<file path="config.mk">
export PLATFORM = sky130hd
export DESIGN_NAME = mf_align_top
export DESIGN_NICKNAME = d
export VERILOG_FILES = /design/src/rtl/mf_align_pkg.sv /design/src/rtl/mf_sysref_capture.sv /design/src/rtl/mf_phase_counter.sv /design/src/rtl/mf_sync_ctrl.sv /design/src/rtl/mf_align_top.sv
export SDC_FILE = /design/constraint.sdc
export NUM_CORES = 1
export LEC_CHECK = 0
export ABC_AREA = 0
export BUFFER_PORTS_ARGS = -buffer_cell sky130_fd_sc_hd__buf_4
export CAP_MARGIN = 0
export CORE_AREA = 2 2 39 41
export DETAILED_ROUTE_END_ITERATION = 16
export DIE_AREA = 0 0 41 43
export GPL_ROUTABILITY_DRIVEN = 0
export PLACE_DENSITY = 0.61
export SLEW_MARGIN = 20
export SYNTH_ARGS = -nofsm -noshare
export SYNTH_HDL_FRONTEND = slang
export SYNTH_HIERARCHICAL = 1
export SYNTH_SLANG_ARGS = --single-unit
export TNS_END_PERCENT = 5
</file>
<file path="constraint.sdc">
create_clock -name clk -period 2.1 [get_ports clk]
set_clock_uncertainty 0.2 [all_clocks]
set_input_delay 0.21 -clock clk [delete_from_list [all_inputs] [get_ports clk]]
set_output_delay 0.21 -clock clk [all_outputs]
set_load 0.02 [all_outputs]
</file>
<file path="src/rtl/mf_align_pkg.sv">
package mf_align_pkg;

    // Sync request controller states
    typedef enum logic [1:0] {
        SYNC_HOLD  = 2'd0,   // request asserted, receiver not ready
        SYNC_ARMED = 2'd1,   // receiver ready, waiting for a boundary
        SYNC_RUN   = 2'd2    // request released
    } sync_state_e;

    // Wrapping increment of a count with terminal value `last`
    function automatic int unsigned wrap_inc(input int unsigned c, input int unsigned last);
        return (c >= last) ? 0 : c + 1;
    endfunction

    // Decide whether a restart request moves an established phase
    function automatic logic phase_shifts(input logic was_aligned, input logic at_last);
        return was_aligned && !at_last;
    endfunction

endpackage

</file>
<file path="src/rtl/mf_sysref_capture.sv">
module mf_sysref_capture #(
    parameter int STAGES = 2
) (
    input  logic clk,
    input  logic rst,
    input  logic sysref_i,
    output logic load_o
);
    localparam int PIPE_W = (STAGES < 2) ? 2 : STAGES;

    // capture register and its delayed copy
    logic cap_q;
    logic cap_d;
    logic edge_c;
    logic [PIPE_W-2:0] pipe_q;

    always_ff @(posedge clk) begin
        if (rst) begin
            cap_q <= 1'b0;
            cap_d <= 1'b0;
        end else begin
            cap_q <= sysref_i;
            cap_d <= cap_q;
        end
    end

    assign edge_c = cap_q && !cap_d;

    // delay line: the restart takes effect STAGES edges after capture
    generate
        if (PIPE_W == 2) begin : g_single
            always_ff @(posedge clk) begin
                if (rst) pipe_q <= '0;
                else     pipe_q <= edge_c;
            end
        end else begin : g_multi
            always_ff @(posedge clk) begin
                if (rst) pipe_q <= '0;
                else     pipe_q <= {pipe_q[PIPE_W-3:0], edge_c};
            end
        end
    endgenerate

    assign load_o = pipe_q[PIPE_W-2];

    // edge detection never yields two restarts on back-to-back cycles
    a_r1_single_load: assert property (@(posedge clk) disable iff (rst)
        load_o |=> !load_o);

endmodule

</file>
<file path="src/rtl/mf_phase_counter.sv">
module mf_phase_counter
    import mf_align_pkg::*;
#(
    parameter int MF_LEN = 8,
    localparam int CNT_W = (MF_LEN > 2) ? $clog2(MF_LEN) : 1
) (
    input  logic             clk,
    input  logic             rst,
    input  logic             load_i,
    output logic [CNT_W-1:0] count_o,
    output logic             boundary_o,
    output logic             wrap_next_o,
    output logic             aligned_o,
    output logic             moved_o
);
    localparam int unsigned LAST = MF_LEN - 1;
    localparam logic [CNT_W-1:0] LAST_V = CNT_W'(LAST);

    typedef struct packed {
        logic [CNT_W-1:0] count;
        logic             boundary;
        logic             aligned;
        logic             moved;
    } cnt_state_t;

    cnt_state_t st_q, st_n;
    logic       at_last;

    assign at_last = (st_q.count == LAST_V);

    always_comb begin
        st_n       = st_q;
        st_n.count = CNT_W'(wrap_inc(int'(st_q.count), LAST));
        if (load_i) begin
            st_n.count   = '0;
            st_n.aligned = 1'b1;
            if (phase_shifts(st_q.aligned, at_last))
                st_n.moved = 1'b1;
        end
        st_n.boundary = (st_n.count == '0);
    end

    always_ff @(posedge clk) begin
        if (rst) begin
            st_q.count    <= '0;
            st_q.boundary <= 1'b1;
            st_q.aligned  <= 1'b0;
            st_q.moved    <= 1'b0;
        end else begin
            st_q <= st_n;
        end
    end

    assign count_o     = st_q.count;
    assign boundary_o  = st_q.boundary;
    assign wrap_next_o = (st_n.count == '0);
    assign aligned_o   = st_q.aligned;
    assign moved_o     = st_q.moved;

    // free-running step with wrap
    a_r3_step: assert property (@(posedge clk) disable iff (rst)
        (!load_i && st_q.count != LAST_V) |=> (st_q.count == $past(st_q.count) + 1'b1));
    a_r3_wrap: assert property (@(posedge clk) disable iff (rst)
        (!load_i && st_q.count == LAST_V) |=> (st_q.count == '0));
    // boundary strobe tracks the zero count
    a_r4_strobe: assert property (@(posedge clk) disable iff (rst)
        st_q.boundary == (st_q.count == '0));
    // an in-phase restart keeps the flag where it was
    a_r5_in_phase: assert property (@(posedge clk) disable iff (rst)
        (load_i && st_q.aligned && at_last) |=> $stable(st_q.moved));
    // sticky flag never drops outside reset
    a_r6_sticky: assert property (@(posedge clk) disable iff (rst)
        !$fell(st_q.moved));
    // first restart aligns without raising the flag
    a_r7_first: assert property (@(posedge clk) disable iff (rst)
        (load_i && !st_q.aligned && !st_q.moved) |=> (st_q.aligned && !st_q.moved));
    // reset clears the state
    a_r10_reset: assert property (@(posedge clk)
        rst |=> (st_q.count == '0 && !st_q.aligned && !st_q.moved));

endmodule

</file>
<file path="src/rtl/mf_sync_ctrl.sv">
module mf_sync_ctrl
    import mf_align_pkg::*;
(
    input  logic clk,
    input  logic rst,
    input  logic ready_i,
    input  logic aligned_i,
    input  logic wrap_next_i,
    input  logic boundary_i,
    output logic sync_n_o
);
    sync_state_e state_q, state_n;

    always_comb begin
        state_n = state_q;
        if (!ready_i) begin
            state_n = SYNC_HOLD;
        end else begin
            unique case (state_q)
                SYNC_HOLD, SYNC_ARMED: begin
                    if (aligned_i && wrap_next_i) state_n = SYNC_RUN;
                    else                          state_n = SYNC_ARMED;
                end
                SYNC_RUN: state_n = SYNC_RUN;
                default:  state_n = SYNC_HOLD;
            endcase
        end
    end

    always_ff @(posedge clk) begin
        if (rst) state_q <= SYNC_HOLD;
        else     state_q <= state_n;
    end

    assign sync_n_o = (state_q == SYNC_RUN);

    // release only lands on a multiframe boundary
    a_r8_on_boundary: assert property (@(posedge clk) disable iff (rst)
        $rose(sync_n_o) |-> boundary_i);
    // readiness lost means request asserted after the edge
    a_r9_drop: assert property (@(posedge clk) disable iff (rst)
        !ready_i |=> !sync_n_o);
    // request held during reset
    a_r10_sync_reset: assert property (@(posedge clk)
        rst |=> !sync_n_o);

endmodule

</file>
<file path="src/rtl/mf_align_top.sv">
module mf_align_top
    import mf_align_pkg::*;
#(
    parameter int MF_LEN = 8,
    parameter int RESTART_DELAY = 2,
    localparam int CNT_W = (MF_LEN > 2) ? $clog2(MF_LEN) : 1
) (
    input  logic             clk,
    input  logic             rst,
    input  logic             sysref_i,
    input  logic             link_ready_i,
    output logic [CNT_W-1:0] mf_count_o,
    output logic             mf_start_o,
    output logic             sync_req_n_o,
    output logic             aligned_o,
    output logic             phase_moved_o
);
    logic load;
    logic wrap_next;

    mf_sysref_capture #(.STAGES(RESTART_DELAY)) u_cap (
        .clk      (clk),
        .rst      (rst),
        .sysref_i (sysref_i),
        .load_o   (load)
    );

    mf_phase_counter #(.MF_LEN(MF_LEN)) u_cnt (
        .clk         (clk),
        .rst         (rst),
        .load_i      (load),
        .count_o     (mf_count_o),
        .boundary_o  (mf_start_o),
        .wrap_next_o (wrap_next),
        .aligned_o   (aligned_o),
        .moved_o     (phase_moved_o)
    );

    mf_sync_ctrl u_sync (
        .clk         (clk),
        .rst         (rst),
        .ready_i     (link_ready_i),
        .aligned_i   (aligned_o),
        .wrap_next_i (wrap_next),
        .boundary_i  (mf_start_o),
        .sync_n_o    (sync_req_n_o)
    );

    // a restart from the capture path zeroes the count on the next edge
    a_r2_restart: assert property (@(posedge clk) disable iff (rst)
        load |=> (mf_count_o == '0));
    // alignment is never lost outside reset
    a_r7_aligned_hold: assert property (@(posedge clk) disable iff (rst)
        !$fell(aligned_o));

endmodule

</file>
=== Word-level counts from Yosys, hierarchy flattened ===
Index checks and enable logic that the tools add are counted.

* Bits in registers: 11
* Output and inout bits: 7
* Input port bits: 4
* Logic and storage cells: 28

* Bitwise operators: 1
* Mux-type cells: 4
* Eq/ne operators: 3
* Add/sub/neg operators: 1
* Order comparisons: 1
* Reduce and logical (&&, ||, !) cells: 10

{| class="wikitable"
|+ Operator list
! kind !! count
|-
| $mux 3 || 2
|-
| $pmux 2 s2 || 1
|-
| $reduce_or 2->1 || 2
|-
| $add 3x1->3 const B || 1
|-
| $eq 3x3->1 const B || 1
|-
| $ge 3x3->1 const B || 1
|-
| $logic_and 1x1->1 || 3
|-
| $logic_not 3->1 || 1
|-
| $eq 2x1->1 const B || 1
|-
| $eq 2x2->1 const B || 1
|-
| $logic_not 1->1 || 2
|-
| $logic_not 2->1 || 1
|-
| $mux 2 || 1
|-
| $reduce_and 2->1 || 1
|-
| $not 1->1 || 1
|}

=== Longest topological paths before layout ===
Gate-level depths: netlist of the first run.

* Depth after elaboration: 7
* Gate-level depth with buffers: 6
* Depth with buffers taken out: 6

=== By module ===
The synthesis of the first run kept the hierarchy.

{| class="wikitable"
|+ Modules (own cells, without submodules)
! module !! instances !! seq. area each (µm²) !! cells each !! area each (µm²)
|-
| mf_phase_counter || 1 || 120.1 || 24 || 242.7
|-
| mf_sync_ctrl || 1 || 40.0 || 8 || 88.8
|-
| mf_sysref_capture || 1 || 60.1 || 6 || 85.1
|}

=== Worst setup path before layout of the first run ===
Ideal clock, no wire load.

* Path type: register to register
* From: register u_cnt.st_q (netlist bit u_cnt/count_o[0])
* To: register u_sync.state_q[1]
* Cell stages (with the launch flop): 7
* Data arrival time: 1408 ps
* Library setup time: 70 ps
* Setup slack: 422 ps
* Period minus slack after synthesis: 1678 ps
* Path buffers: 0
* Data required time: 1830 ps
* Cell sequence: dfxtp_1 > ha_1 > ha_1 > o21bai_1 > a32oi_1 > nand3b_1 > a21oi_1

* Longest elaborated chain between the ends: 7
* Elaborated cells on any way between the ends: 8
* Those cells by class: 1 x add/sub; 1 x order compare; 4 x mux; 2 x reduce/logical

{| class="wikitable"
|+ RTL lines
! what !! RTL line !! source
|-
| from (decl) || mf_phase_counter.sv:26 || <nowiki>cnt_state_t st_q, st_n;</nowiki>
|-
| from (signal assigned) || mf_phase_counter.sv:50 || <nowiki>st_q <= st_n;</nowiki>
|-
| $add 3x1->3 or $ge 3x3->1 (tied branches) || mf_align_pkg.sv:12 || <nowiki>return (c >= last) ? 0 : c + 1;</nowiki>
|-
| $mux 3 (*) || mf_align_pkg.sv:12 ||
|-
| $mux 3 (*) || mf_phase_counter.sv:34 || <nowiki>if (load_i) begin</nowiki>
|-
| $logic_not 3->1 (*) || mf_phase_counter.sv:56 || <nowiki>assign wrap_next_o = (st_n.count == '0);</nowiki>
|-
| via wrap_next || mf_align_top.sv:19 || <nowiki>logic wrap_next;</nowiki>
|-
| $logic_and 1x1->1 (*) || mf_sync_ctrl.sv:21 || <nowiki>if (aligned_i && wrap_next_i) state_n = SYNC_RUN;</nowiki>
|-
| $mux 2 (*) || mf_sync_ctrl.sv:21 ||
|-
| $pmux 2 s2 (*) || mf_sync_ctrl.sv:19 || <nowiki>unique case (state_q)</nowiki>
|-
| to (signal assigned) || mf_sync_ctrl.sv:32 || <nowiki>else state_q <= state_n;</nowiki>
|-
| to (decl) || mf_sync_ctrl.sv:12 || <nowiki>sync_state_e state_q, state_n;</nowiki>
|}

Mark *: on every way through the listed nets, which the timed path passes. The rest lies on a longest branch.
A chain may end at the register's enable or synchronous reset.

=== Worst setup path in the final report of the first run ===
Same ends and word-level chain as after synthesis.

==> flow_metrics.env, run 1 <==
export IMPL_outcome="complete, no violations"
export IMPL_slew_violations=0
export IMPL_grt_util_met3=0.0838
export IMPL_path_class="register to register"
export IMPL_dr_pass1_iters=3
export IMPL_hold_viol_final=0
export IMPL_cts_path_max_buffers=2
export IMPL_h_tree_depth=1
export IMPL_cts_setup_buffers=0
export IMPL_critPathCaptureType="register"
export IMPL_crit_fanout=5
export IMPL_final_cell_mix="11 x dfxtp_1, 10 x buf_4, 4 x dlygate4sd3_1, 4 x nor2_1"
export IMPL_synth_cell_types=18
export IMPL_postRouteAntennaNets=0
export IMPL_synth_fp_nets=44
export IMPL_clk_pin_slew_worst_paths_ns=0.07
export IMPL_cp_start_kind="register"
export IMPL_drt_total_wl_um=739
export IMPL_slew_headroom=0.820
export IMPL_max_freq_mhz=580
export IMPL_leakagePower_nw=0.258
export IMPL_start_util=0.301
export IMPL_grt_start_max_net_pins=10
export IMPL_finalCritPeriodShare=0.821
export IMPL_synth_edff_count=0
export IMPL_synthCells=38
export IMPL_worst_pin_slew_ns=0.270
export IMPL_antenna_cells=0
export IMPL_grt_total_usage=0.108
export IMPL_grt_overflow_total=0
export IMPL_insertion_delay_ns=0.26
export IMPL_rsz0062_at_grt="no"
export IMPL_p_per_area_nw_per_um2=749
export IMPL_cts_resized_gates=0
export IMPL_ys_seq_area_frac=0.529
export IMPL_worstHoldPathType="register to register"
export IMPL_cts_tree="built"
export IMPL_maxCapViolations=0
export IMPL_grt_pass1_vias=292
export IMPL_die_h_um=43
export IMPL_post_dp_hpwl_um=494
export IMPL_syn_to_final_growth_pct=39.0
export IMPL_setup_viol=0
export IMPL_wl_per_cell_um=10.3
export IMPL_busiest_layer="met2"
export IMPL_cts_root_buf="clkbuf_4"
export IMPL_die_w_um=41
export IMPL_final_common_cell="dfxtp_1"
export IMPL_drive_gt1_frac=0.321
export IMPL_synth_area_per_cell_um2=11.0
export IMPL_syn_area_um2=417
export IMPL_synth_seq_cells=11
export IMPL_required_ns=2.10
export IMPL_vdd_drop_max_uv=402
export IMPL_met1_usage=0.122
export IMPL_num_vias=326
export IMPL_rows=14
export IMPL_regArea_um2=220
export IMPL_ys_flop_type="dfxtp_1"
export IMPL_tns_ns=0
export IMPL_fp_dieArea_um2=1760
export IMPL_cts_buffers=3
export IMPL_numPortBuffers=10
export IMPL_multi_input_area_um2=185
export IMPL_avgViaCountPerCell=4.53
export IMPL_place_area_um2=512
export IMPL_num_io_pins=11
export IMPL_fin_area_um2=579
export IMPL_synthArstFlopShare=0
export IMPL_cts_hold_buffers=4
export IMPL_drt_iter0_markers=1
export IMPL_cts_sinks=11
export IMPL_core_um2=1380
export IMPL_gr_usage_met2=0.131
export IMPL_post_route_min_period_ns=1.72
export IMPL_ys_warnings_count=6
export IMPL_antenna_found_initial=0
export IMPL_crit_arrival_ns=1.73
export IMPL_fill_cells=134
export IMPL_grt_first_pass_wirelength_um=1180
export IMPL_drcViolationCount=0
export IMPL_nets=63
## critical path, cell delays in order, from the launching register on
cell	delay [ns]
dfxtp_1	0.40
ha_1	0.17
ha_1	0.24
o21bai_1	0.13
a32oi_1	0.25
nand3b_1	0.11
a21oi_1	0.15
## cell families after synthesis
logic type	Yosys count	synth area share
AOI/OAI and AO/OA	6	0.111
adders and majority gates	2	0.0601
buffers and inverters	3	0.0270
DFF	11	0.529
and+or+nand+nor	16	0.273
## routing by layer
metal	up-vias	routed length (um)
met5	-	0
met4	0	17
met3	2	46
met2	8	316
met1	147	360
li1	169	-
## final timing paths
check | cells past startpoint | end | slack [ns] | start
worst max-delay path | 6 | u_sync/state_q[1] | 0.38 | u_cnt/count_o[0]
worst min-delay path | 1 | u_cap/load_o | 0.20 | u_cap/cap_d
worst max register to register | 6 | u_sync/state_q[1] | 0.38 | u_cnt/count_o[0]
worst min register to register | 1 | u_cap/load_o | 0.20 | u_cap/cap_d
## report_power, final
part | internal [mW] | switching (mW)
logic | 0.0341 | 0.0302
clock network | 0.0704 | 0.0693
registers | 0.221 | 0.00896
## state kept, by name (all words and copies together), names as in the netlist
| register | count |
|---|---|
| u_cnt/count_o | 3 |
| u_sync/state_q | 2 |
| u_cap/cap_d | 1 |
| u_cap/cap_q | 1 |
| u_cap/load_o | 1 |
| u_cnt/aligned_o | 1 |
| u_cnt/boundary_o | 1 |
| u_cnt/moved_o | 1 |
## synth_stat cells (2+ instances only)
library cell,count,area share
nor2b_1,2,0.030
ha_1,2,0.060
dfxtp_1,11,0.53
inv_1,3,0.027
nand3b_1,2,0.036
nor2_1,4,0.036
a21oi_1,2,0.024
and2_1,2,0.030
## stage by stage
stage / setup WS (ns) / power (mW) / hold WS [ns] / utilization / cells
4_1_cts: 0.377 / 0.441 / 0.207 / 0.419 / 72
3_5_place_dp: 0.408 / 0.293 / 0.202 / 0.370 / 64
2_1_floorplan: 0.422 / 0.267 / 0.0791 / - / 38
3_3_place_gp: 0.452 / 0.292 / 0.193 / 0.370 / 64
5_1_grt: 0.247 / 0.457 / 0.228 / 0.419 / 72
6_report: 0.376 / 0.434 / 0.204 / 0.419 / 72
## area by class of cell
type                       count  area share
clock buffer                   3      0.0389
clock inverter                 1     0.00864
inverter                       3      0.0194
multi-input combinational     24       0.320
tap                           16      0.0346
sequential                    11       0.380
timing repair buffer          14       0.199
Power figures use the tool's default switching activity.
==> run 2, diff against run 1 <==
==> constraint.sdc (replaced) <==
create_clock -name clk -period 1.75 [get_ports clk]
set_clock_uncertainty 0.2 [all_clocks]
set_input_delay 0.175 -clock clk [delete_from_list [all_inputs] [get_ports clk]]
set_output_delay 0.175 -clock clk [all_outputs]
set_load 0.02 [all_outputs]
==> flow_metrics.env, run 2 (synthesis results as in run 1) <==
export IMPL_outcome="complete, no violations"
export IMPL_h_tree_depth=1
export IMPL_multi_input_area_um2=195
export IMPL_drcViolationCount=0
export IMPL_start_util=0.301
export IMPL_slew_headroom=0.838
export IMPL_rows=14
export IMPL_worstHoldPathType="register to register"
export IMPL_crit_chain="ha_1 > ha_2 > nor2_1 > a32oi_2 > nand3b_1 > a21oi_1"
export IMPL_critPathTopFamily="adder cells"
export IMPL_insertion_delay_ns=0.27
export IMPL_tns_ns=0
export IMPL_largest_reg_flops=3
export IMPL_vdd_drop_max_uv=356
export IMPL_postRouteAntennaNets=0
export IMPL_setup_viol=0
export IMPL_crit_arrival_ns=1.58
export IMPL_grt_first_pass_wirelength_um=1320
export IMPL_required_ns=1.76
export IMPL_post_route_min_period_ns=1.57
export IMPL_place_inst=65
export IMPL_fill_cells=138
export IMPL_antenna_found_initial=0
export IMPL_num_io_pins=11
export IMPL_worst_pin_slew_ns=0.242
export IMPL_rsz0062_at_grt="no"
export IMPL_regArea_um2=220
export IMPL_die_h_um=43
export IMPL_fin_cells=73
export IMPL_nets=64
export IMPL_crit_fanout=5
export IMPL_critPathCaptureType="register"
export IMPL_cts_path_max_buffers=2
export IMPL_grt_overflow_total=0
export IMPL_num_vias=326
export IMPL_grt_pass1_vias=315
export IMPL_max_freq_mhz=635
export IMPL_utilization=0.430
export IMPL_leakagePower_nw=0.258
export IMPL_syn_to_final_growth_pct=42.9
export IMPL_drt_iter0_markers=0
export IMPL_dr_pass1_iters=1
export IMPL_final_cell_mix="11 x buf_4, 11 x dfxtp_1, 4 x dlygate4sd3_1, 4 x nor2_1"
export IMPL_cts_setup_buffers=0
export IMPL_drive_gt1_frac=0.351
export IMPL_post_dp_hpwl_um=516
export IMPL_cts_tree="built"
export IMPL_grt_start_max_net_pins=10
export IMPL_drt_total_wl_um=731
export IMPL_die_w_um=41
export IMPL_clk_pin_slew_worst_paths_ns=0.07
export IMPL_numPortBuffers=10
export IMPL_core_um2=1380
export IMPL_cts_sinks=11
export IMPL_cp_start_kind="register"
export IMPL_cts_root_buf="clkbuf_4"
export IMPL_wl_per_cell_um=10.0
export IMPL_slowest_stage="dfxtp_1"
export IMPL_avgViaCountPerCell=4.47
export IMPL_cts_buffers=3
export IMPL_hold_viol_final=0
export IMPL_p_per_area_nw_per_um2=887
export IMPL_slowest_delay_ns=0.36
export IMPL_slew_violations=0
export IMPL_cp_buffers_inverters=0
export IMPL_finalCritPeriodShare=0.900
export IMPL_antenna_cells=0
export IMPL_path_class="register to register"
export IMPL_grt_total_usage=0.123
export IMPL_maxCapViolations=0
export IMPL_fp_dieArea_um2=1760
[run 2: cell count changes in the layout (fill, tap and decap cells not counted)]
cell      delta
a32oi_1      -1
a32oi_2      +1
buf_4        +1
clkbuf_1     +1
clkinv_2     -1
ha_1         -1
ha_2         +1
[run 2: repair_timing]
action,in CTS,in global routing
hold buffers,4,0
gates resized for setup,0,2
endpoints found under the setup margin,0,1
hold endpoints to repair,8,0
[run 2: layout make-up]
cell class | instances | area share
flip-flops and latches | 11 | 0.370
multi-input cells | 24 | 0.328
repair buffers | 15 | 0.206
clock buffers | 4 | 0.0441
well taps | 16 | 0.0336
inverters | 3 | 0.0189
[run 2: layer usage]
layer	routed length [um]	GRT usage
met1	320	0.134
met2	316	0.150
met3	68	0.0942
met4	25	0.100
met5	0	0
[run 2: through the flow]
stage	total power [mW]	hold slack, ns	worst slack [ns]	cell area, um2
floorplan	0.321	0.0441	0.0725	417
finish	0.528	0.202	0.175	596
global route	0.562	0.227	0.0416	596
detailed placement	0.355	0.194	0.0905	519
CTS	0.537	0.206	0.0849	586
global placement	0.354	0.190	0.152	519
[run 2: path summary, 6_finish.rpt]
path / from / to / slack, ns / cells past startpoint
max: u_cnt/count_o[1] / u_sync/state_q[1] / 0.18 / 6
min: u_cap/cap_d / u_cap/load_o / 0.20 / 1
max reg2reg: u_cnt/count_o[1] / u_sync/state_q[1] / 0.18 / 6
min reg2reg: u_cap/cap_d / u_cap/load_o / 0.20 / 1
[run 2: where the power goes]
part / total (mW) / internal [mW] / switching [mW]
Clock: 0.170 / 0.0883 / 0.0822
Combinational: 0.0829 / 0.0449 / 0.0379
Sequential: 0.275 / 0.265 / 0.00945
